File: config.mk
export PLATFORM = sky130hd
export DESIGN_NAME = gpio_mux_port
export DESIGN_NICKNAME = d
export VERILOG_FILES = /design/src/rtl/gpio_mux_pkg.sv /design/src/rtl/gpio_sync.sv /design/src/rtl/gpio_regs.sv /design/src/rtl/gpio_pin_mux.sv /design/src/rtl/gpio_mux_port.sv
export SDC_FILE = /design/constraint.sdc
export NUM_CORES = 1
export LEC_CHECK = 0
export ABC_AREA = 1
export ABC_CLOCK_PERIOD_IN_PS = 1300
export CAP_MARGIN = 20
export CORE_MARGIN = 2
export CORE_UTILIZATION = 35
export DETAILED_ROUTE_END_ITERATION = 16
export PLACE_DENSITY = 0.79
export SYNTH_ARGS = -nofsm -noshare
export SYNTH_HDL_FRONTEND = slang
export SYNTH_SLANG_ARGS = --single-unit
File: constraint.sdc
create_clock -name clk -period 1.3 [get_ports clk]
set_clock_uncertainty 0.15 [all_clocks]
set_input_delay 0.26 -clock clk [delete_from_list [all_inputs] [get_ports clk]]
set_output_delay 0.26 -clock clk [all_outputs]
set_load 0.02 [all_outputs]
File: src/rtl/gpio_mux_pkg.sv
`timescale 1ns/1ps
package gpio_mux_pkg;
  typedef enum logic [1:0] {
    ADDR_PIN   = 2'd0,
    ADDR_LATCH = 2'd1,
    ADDR_DIR   = 2'd2,
    ADDR_NONE  = 2'd3
  } reg_addr_e;

  typedef enum logic [1:0] {
    SRC_PLAIN = 2'd0,
    SRC_PSP   = 2'd1,
    SRC_SER   = 2'd2,
    SRC_EXT   = 2'd3
  } pin_src_e;
endpackage

File: src/rtl/gpio_sync.sv
`timescale 1ns/1ps
module gpio_sync #(
  parameter int WIDTH  = 8,
  parameter int STAGES = 2
) (
  input  logic             clk,
  input  logic             rst_n,
  input  logic [WIDTH-1:0] d,
  output logic [WIDTH-1:0] q
);
  logic [WIDTH-1:0] stage_q [STAGES];

  for (genvar s = 0; s < STAGES; s++) begin : g_stage
    if (s == 0) begin : g_first
      always_ff @(posedge clk or negedge rst_n) begin
        if (!rst_n) stage_q[s] <= '0;
        else        stage_q[s] <= d;
      end
    end else begin : g_next
      always_ff @(posedge clk or negedge rst_n) begin
        if (!rst_n) stage_q[s] <= '0;
        else        stage_q[s] <= stage_q[s-1];
      end
    end
  end

  assign q = stage_q[STAGES-1];
endmodule

File: src/rtl/gpio_regs.sv
`timescale 1ns/1ps
module gpio_regs
  import gpio_mux_pkg::*;
#(
  parameter int WIDTH = 8
) (
  input  logic             clk,
  input  logic             rst_n,
  input  logic [1:0]       addr,
  input  logic             wr,
  input  logic [WIDTH-1:0] wdata,
  input  logic             rd,
  input  logic [WIDTH-1:0] pin_sync,
  output logic [WIDTH-1:0] latch_q,
  output logic [WIDTH-1:0] dir_q,
  output logic [WIDTH-1:0] rdata
);
  reg_addr_e addr_e;
  logic      latch_we;
  logic      dir_we;

  assign addr_e   = reg_addr_e'(addr);
  assign latch_we = wr && (addr_e == ADDR_PIN || addr_e == ADDR_LATCH);
  assign dir_we   = wr && (addr_e == ADDR_DIR);

  always_ff @(posedge clk or negedge rst_n) begin
    if (!rst_n) begin
      latch_q <= '0;
      dir_q   <= '1;
    end else begin
      if (latch_we) latch_q <= wdata;
      if (dir_we)   dir_q   <= wdata;
    end
  end

  always_comb begin
    rdata = '0;
    if (rd) begin
      unique case (addr_e)
        ADDR_PIN:   rdata = pin_sync;
        ADDR_LATCH: rdata = latch_q;
        ADDR_DIR:   rdata = dir_q;
        ADDR_NONE:  rdata = '0;
        default:    rdata = '0;
      endcase
    end
  end

  AST_RESET_VALUES: assert property (@(posedge clk) disable iff (!rst_n)
    $rose(rst_n) |-> (dir_q == '1 && latch_q == '0));
  AST_LATCH_WRITE: assert property (@(posedge clk) disable iff (!rst_n)
    (wr && addr != 2'd2 && addr != 2'd3) |=> latch_q == $past(wdata));
  AST_DIR_WRITE: assert property (@(posedge clk) disable iff (!rst_n)
    (wr && addr == 2'd2) |=> dir_q == $past(wdata));
  AST_UNMAPPED_WRITE: assert property (@(posedge clk) disable iff (!rst_n)
    (wr && addr == 2'd3) |=> ($stable(latch_q) && $stable(dir_q)));
endmodule

File: src/rtl/gpio_pin_mux.sv
`timescale 1ns/1ps
module gpio_pin_mux
  import gpio_mux_pkg::*;
#(
  parameter int WIDTH  = 8,
  parameter int SER_LO = 4,
  parameter int SER_HI = 6
) (
  input  logic             clk,
  input  logic             rst_n,
  input  logic [WIDTH-1:0] latch_q,
  input  logic [WIDTH-1:0] dir_q,
  input  logic             ext_bus_en,
  input  logic             ext_rd_phase,
  input  logic [WIDTH-1:0] ext_ad_out,
  input  logic             psp_en,
  input  logic             psp_oe,
  input  logic [WIDTH-1:0] ser_en,
  input  logic [WIDTH-1:0] ser_out,
  input  logic [WIDTH-1:0] ser_oe,
  input  logic [WIDTH-1:0] pin_in,
  output logic [WIDTH-1:0] pin_out,
  output logic [WIDTH-1:0] pin_oe,
  output logic [WIDTH-1:0] ext_ad_in,
  output logic [WIDTH-1:0] psp_din,
  output logic [WIDTH-1:0] ser_din
);
  pin_src_e src [WIDTH];

  for (genvar i = 0; i < WIDTH; i++) begin : g_pin
    localparam bit IN_WIN = (i >= SER_LO) && (i <= SER_HI);
    logic ser_claim;
    logic oe_raw;
    logic out_raw;

    if (IN_WIN) begin : g_ser
      assign ser_claim  = ser_en[i];
      assign ser_din[i] = pin_in[i];
    end else begin : g_noser
      assign ser_claim  = 1'b0;
      assign ser_din[i] = 1'b0;
    end

    always_comb begin
      if (ext_bus_en)     src[i] = SRC_EXT;
      else if (ser_claim) src[i] = SRC_SER;
      else if (psp_en)    src[i] = SRC_PSP;
      else                src[i] = SRC_PLAIN;
    end

    always_comb begin
      unique case (src[i])
        SRC_EXT: begin
          oe_raw  = !ext_rd_phase;
          out_raw = ext_ad_out[i];
        end
        SRC_SER: begin
          oe_raw  = ser_oe[i];
          out_raw = ser_out[i];
        end
        SRC_PSP: begin
          oe_raw  = psp_oe;
          out_raw = latch_q[i];
        end
        default: begin
          oe_raw  = !dir_q[i];
          out_raw = latch_q[i];
        end
      endcase
    end

    assign pin_oe[i]  = oe_raw;
    assign pin_out[i] = oe_raw & out_raw;
  end

  assign ext_ad_in = (ext_bus_en && ext_rd_phase) ? pin_in : '0;
  assign psp_din   = (psp_en && !ext_bus_en) ? pin_in : '0;

  AST_EXT_DRIVES: assert property (@(posedge clk) disable iff (!rst_n)
    (ext_bus_en && !ext_rd_phase) |-> (pin_oe == '1 && pin_out == ext_ad_out));
  AST_EXT_RELEASE: assert property (@(posedge clk) disable iff (!rst_n)
    (ext_bus_en && ext_rd_phase) |-> (pin_oe == '0 && ext_ad_in == pin_in));
  AST_PSP_DRIVES: assert property (@(posedge clk) disable iff (!rst_n)
    (!ext_bus_en && psp_en && psp_oe && ser_en == '0) |-> pin_out == latch_q);
  AST_PLAIN_DIR: assert property (@(posedge clk) disable iff (!rst_n)
    (!ext_bus_en && !psp_en && ser_en == '0) |-> pin_oe == ~dir_q);
endmodule

File: src/rtl/gpio_mux_port.sv
`timescale 1ns/1ps
module gpio_mux_port
  import gpio_mux_pkg::*;
#(
  parameter int WIDTH       = 8,
  parameter int SYNC_STAGES = 2,
  parameter int SER_LO      = 4,
  parameter int SER_HI      = 6
) (
  input  logic             clk,
  input  logic             rst_n,
  input  logic [1:0]       reg_addr,
  input  logic             reg_wr,
  input  logic [WIDTH-1:0] reg_wdata,
  input  logic             reg_rd,
  output logic [WIDTH-1:0] reg_rdata,
  input  logic             ext_bus_en,
  input  logic             ext_rd_phase,
  input  logic [WIDTH-1:0] ext_ad_out,
  output logic [WIDTH-1:0] ext_ad_in,
  input  logic             psp_en,
  input  logic             psp_oe,
  output logic [WIDTH-1:0] psp_din,
  input  logic [WIDTH-1:0] ser_en,
  input  logic [WIDTH-1:0] ser_out,
  input  logic [WIDTH-1:0] ser_oe,
  output logic [WIDTH-1:0] ser_din,
  input  logic [WIDTH-1:0] pin_in,
  output logic [WIDTH-1:0] pin_out,
  output logic [WIDTH-1:0] pin_oe
);
  logic [WIDTH-1:0] latch_q;
  logic [WIDTH-1:0] dir_q;
  logic [WIDTH-1:0] pin_sync;

  gpio_sync #(.WIDTH(WIDTH), .STAGES(SYNC_STAGES)) u_sync (
    .clk (clk),
    .rst_n (rst_n),
    .d (pin_in),
    .q (pin_sync)
  );

  gpio_regs #(.WIDTH(WIDTH)) u_regs (
    .clk      (clk),
    .rst_n    (rst_n),
    .addr     (reg_addr),
    .wr       (reg_wr),
    .wdata    (reg_wdata),
    .rd       (reg_rd),
    .pin_sync (pin_sync),
    .latch_q  (latch_q),
    .dir_q    (dir_q),
    .rdata    (reg_rdata)
  );

  gpio_pin_mux #(.WIDTH(WIDTH), .SER_LO(SER_LO), .SER_HI(SER_HI)) u_mux (
    .clk          (clk),
    .rst_n        (rst_n),
    .latch_q      (latch_q),
    .dir_q        (dir_q),
    .ext_bus_en   (ext_bus_en),
    .ext_rd_phase (ext_rd_phase),
    .ext_ad_out   (ext_ad_out),
    .psp_en       (psp_en),
    .psp_oe       (psp_oe),
    .ser_en       (ser_en),
    .ser_out      (ser_out),
    .ser_oe       (ser_oe),
    .pin_in       (pin_in),
    .pin_out      (pin_out),
    .pin_oe       (pin_oe),
    .ext_ad_in    (ext_ad_in),
    .psp_din      (psp_din),
    .ser_din      (ser_din)
  );

  AST_NO_FLOAT_DRIVE: assert property (@(posedge clk) disable iff (!rst_n)
    (pin_out & ~pin_oe) == '0);
  AST_RESET_FLOAT: assert property (@(posedge clk) disable iff (!rst_n)
    ($rose(rst_n) && !ext_bus_en && !psp_en && ser_en == '0) |-> pin_oe == '0);
endmodule

**Yosys cells after proc, flatten, opt, wreduce, memory -nomap -nowiden**

Index checks and enable logic that the tools add are counted.

- Bits in writable memories: 0
- Logic and storage cells: 71
- ROM bits: 0
- Flip-flop bits (word level): 32
- Input port bits: 58
- Output and inout port bits: 48
- Latch bits: 0
- Memories kept: 0

- Muxes and demuxes: 28
- Reductions and logical operators: 16
- Divide/modulo/power cells: 0
- Equality and inequality tests: 15
- Shift operators: 0
- Bitwise gates (word level): 8
- $lt $le $gt $ge: 0
- Multiply operators: 0
- Add/subtract/negate cells: 0

Operators by type and width:

| operator | number |
|---|---|
| 8-bit one-hot mux with 4 select lines | 1 |
| 8-bit two-way mux | 3 |
| 1-bit one-hot mux with 3 select lines | 8 |
| 2-bit equality test (second input constant) | 10 |
| 1-bit one-hot mux with 2 select lines | 8 |
| 2-bit two-way mux | 7 |
| 2-bit by 1-bit equality test with 1-bit output (second input constant) | 5 |
| 1-bit zero test | 10 |
| 1-bit AND | 8 |
| 1-bit logical AND | 4 |
| 2-bit zero test | 1 |
| 1-bit logical OR | 1 |
| 1-bit two-way mux | 1 |

**Depth between registers and ports, before layout**

- Depth after elaboration: 6
- Gate-level depth with buffers: 8
- Depth with buffers taken out: 6

**By module**

Synthesis repeated with hierarchy kept, for this count alone.

- Cells, all modules: 272
- Area, all modules: 2009.4 um^2

By module, submodules not included:

| module | area each (um^2) | cells each | instances |
|---|---|---|---|
| gpio_regs | 909.6 | 114 | 1 |
| gpio_pin_mux | 639.4 | 134 | 1 |
| gpio_sync | 460.4 | 24 | 1 |

**Least setup slack after synthesis**

OpenSTA, ideal clock, no wires.

- Path kind: input to output
- Start point: in ext_bus_en
- End point: out pin_out[5]
- Slack: -174 ps
- Data arrival time: 1064 ps
- Buffers on the path: 2
- Stages on the path: 7
- Data required time: 890 ps
- Cell sequence: buf_2 inv_1 buf_4 nand3_1 nand3_1 nor2_1 nor2_1

- Longest elaborated chain between the ends: 4

RTL lines:

| item | line | text |
|---|---|---|
| from (decl) | gpio_mux_port.sv:17 | `input logic ext_bus_en,` |
| 2-bit two-way mux * | gpio_pin_mux.sv:45 | `if (ext_bus_en) src[i] = SRC_EXT;` |
| 2-bit by 1-bit equality test with 1-bit output / 2-bit equality test (equally long branches) | gpio_pin_mux.sv:52 | `unique case (src[i])` |
| 1-bit one-hot mux with 3 select lines / 1-bit one-hot mux with 2 select lines (equally long branches) | gpio_pin_mux.sv:52 |  |
| 1-bit AND * | gpio_pin_mux.sv:73 | `assign pin_out[i] = oe_raw & out_raw;` |
| to (decl) | gpio_mux_port.sv:29 | `output logic [WIDTH-1:0] pin_out,` |

Mark *: on every way between the ends. The rest lies on a longest branch, timed or not.

**Worst setup path after layout**

- Start point: reg u_regs.dir_q[0]
- End point: out pin_out[0]

- Longest elaborated chain between the ends: 3

RTL lines:

| item | line | text |
|---|---|---|
| from (decl) | gpio_regs.sv:15 | `output logic [WIDTH-1:0] dir_q,` |
| from (signal assigned) | gpio_regs.sv:32 | `if (dir_we) dir_q <= wdata;` |
| 1-bit zero test | gpio_pin_mux.sv:66 | `oe_raw = !dir_q[i];` |
| 1-bit one-hot mux with 3 select lines | gpio_pin_mux.sv:52 |  |
| 1-bit AND | gpio_pin_mux.sv:73 |  |

No other way between the ends.

==> impl_metrics.ini <==
[run_status]
status = finished, violations left
failed_checks = setup timing

[cells_and_area]
share_of_layout_cells_above_drive_strength_1_pct = 48.5
areaGrowthSynthToFinish_pct = 73.5
postLayoutCoreUtil_pct = 63.2
fill_cells = 471
total_non_filler_cell_area_in_the_finished_layout_sq_um = 3250
ff_latch_area_sq_um = 811
nNetsFinal = 420
area_taken_by_multi_input_logic_gates_sq_um = 1030
antennaDiodeCount = 0

[logic_synthesis]
synth_area_sq_um = 1870
postSynthRegisterBits = 32
synth_cell_type_count = 18
synth_top_family_by_area = simple AND/OR/NAND/NOR gates
synth_compound_gate_area_share_pct = 6.68
yosys.area.top_type = dfrtp_1
avgSynthCellArea_sq_um = 7.09
post-synth-top-area-fraction_pct = 32.1
yosys_warnings = 0
synthXorXnorAreaFrac_pct = 0
synthTopCellsByArea = dfrtp_1, nand2_1, dfstp_2
synth_mux_area_share_pct = 0
netlist_instances = 264
synth_fa_ha_area_share_pct = 0
area_fraction_in_and_or_nand_and_nor_cells_after_synthesis_pct = 32.4
seq_area_frac_synth_pct = 43.3

[pwr]
leakagePower_nw = 1.71
power-per-cell-area_nw_per_um2 = 896
power.ir.vdd_worst_mv = 0.621
fin_total_pwr_mw = 2.91

[job]
cap_viol_max_count = 0

[clock_network]
cts_inserted_buffers = 5
clk_path_buf_depth = 2
cts_root_buffer = clkbuf_8
tritoncts = built
clock_insertion_delay_worst_skew_ns = 0.28
holdBufCountCts = 0
clock_sink_count = 32
htree_levels = 2
cts.reportedPaths.clkPinSlew_ns = 0.06

[global_route]
globalRouteTotalUtil_pct = 18.8
global_route_wire_length_before_repair_microns = 8870
grt_start_max_net_pins = 33
number_of_global_route_vias_before_repair = 2028
overflow_after_grt = 0
initial_antenna_violation_count = 0

[drt]
dr_total_vias = 1927
wl_per_cell_microns = 12.0
drtIter0Drc = 33
final_ant_viol_nets = 0
firstDrtPassIters = 4
remaining_drc_errors = 0
vias_per_cell = 4.45
drt_wl_total_microns = 5200

[floorplanning]
io_pins = 106
chipWidth_microns = 77.1
number_of_rows_created_at_floorplan = 26
die-height_microns = 77.1
initial_utilization_pct = 36.4
die_ar_sq_um = 5950
fp.coreArea_sq_um = 5140

[sta]
post-route-worst-setup-slack_ns = -0.382
timing.hold.ws_ns = 0.0724
final_period_minus_worst_setup_slack_ns = 1.68
setup_viol_count_final = 32
final_period_util_pct = 129
clock.fmax_ghz = 0.594
setup_repair_after_global_routing_missed_its_margin = yes
slew_violations = 0
final.setup.tns_ns = -8.43
finalHoldViolCount = 0

[critical_path]
critical_path_arrival_ns = 1.27
critical_r2r_launch = u_regs.dir_q[5]
crit_path_kind = reg -> out
worstReg2RegEnd = u_regs.dir_q[5]
worstRegToRegCells = 3
timing.critical_path.fanout_max = 3
setup.reg_to_reg.worst_slack_ns = 0.29
crit_start = u_regs.dir_q[0]
cp-start-kind = flip-flop
crit_path_end_kind = output port
cp_data_required_time_ns = 0.89

[hold_path]
timing.hold.worst_endpoint = u_sync.stage_q[15]
hp-class = in -> reg
hold_path.startpoint = pin_in[7]
min_delay_path_depth = 1

[placement]
gp_routability_congestion = 0.766
dpl-instance-area_sq_um = 2900
dp_hpwl_microns = 3810
port_buffers = 85
-- flip-flops by register name, indices dropped and copies added, names as in the netlist --
name,cells
u_regs.dir_q,8
u_regs.latch_q,8
u_sync.q,8
u_sync.stage_q,8
-- cell families after synthesis --
group | count (synthesis)
DFF | 32
AOI/OAI and AO/OA | 19
other | 1
buffers and inverters | 66
and+or+nand+nor | 146
-- cell type report --
class / count / share of cell area [%]
repair buffers: 108 / 32.7
multi-input cells: 171 / 31.7
flip-flops and latches: 32 / 25.0
inverters: 44 / 5.39
well taps: 70 / 2.70
clock buffers: 7 / 2.35
clock inverters: 1 / 0.154
-- critical path, stage by stage, from the launching register on --
cell,delay (ns)
dfstp_2,0.57
inv_2,0.04
nand2_2,0.05
nand3_2,0.09
nand2_1,0.08
inv_1,0.05
buf_6,0.12
-- per-layer routing --
metal | up-vias | wire length (microns) | global-route usage (%)
li1 | 967 | - | -
met1 | 862 | 2080 | 19.7
met2 | 82 | 2570 | 33.7
met3 | 16 | 445 | 6.82
met4 | 0 | 114 | 8.04
met5 | - | 0 | 0
-- synthesized netlist by cell type, drive strengths merged --
cell type,number
nand2,91
nor2,33
inv,44
o21ai,16
dfrtp,24
dfstp,8
a21oi,3
buf,22
conb,1
nand3,22
-- layout by cell type, fill, tap and decap left out, drive strengths merged, types with 3 or more instances in the layout --
cell           count
nand2             91
buf               67
inv               44
nor2              34
dfrtp             24
clkdlybuf4s50     23
nand3             22
o21ai             16
dlygate4sd2       13
clkbuf             9
dfstp              8
conb               5
a21oi              3
-- metrics by stage --
step / cells / setup slack [ns]
3_3_place_gp: 418 / -1.06
2_1_floorplan: 268 / -0.0506
4_1_cts: 430 / -0.375
3_5_place_dp: 418 / -1.10
5_1_grt: 433 / -0.446
6_report: 433 / -0.382
-- where the power goes --
group	total [mW]	internal [mW]	switching, mW
sequential	1.21	1.12	0.0885
combinational	0.996	0.475	0.521
clock	0.700	0.374	0.326
-- how the worst max path moves through the flow --
stage | to | slack (ns)
CTS | pin_out[0] | -0.38
detailed placement | pin_out[1] | -1.10
global route | pin_out[2] | -0.45
global placement | pin_out[5] | -1.06
finish | pin_out[0] | -0.38
floorplan | pin_oe[5] | -0.05
-- what timing repair did --
| item | in CTS | in global routing |
|---|---|---|
| buffers inserted | 2 | 3 |
| setup endpoints to repair | 51 | 36 |
| endpoints found under the hold margin | 0 | 0 |
| gates cloned | 2 | 0 |
| resized for setup | 309 | 43 |
| pin swaps | 35 | 15 |
Power figures use the tool's default switching activity.
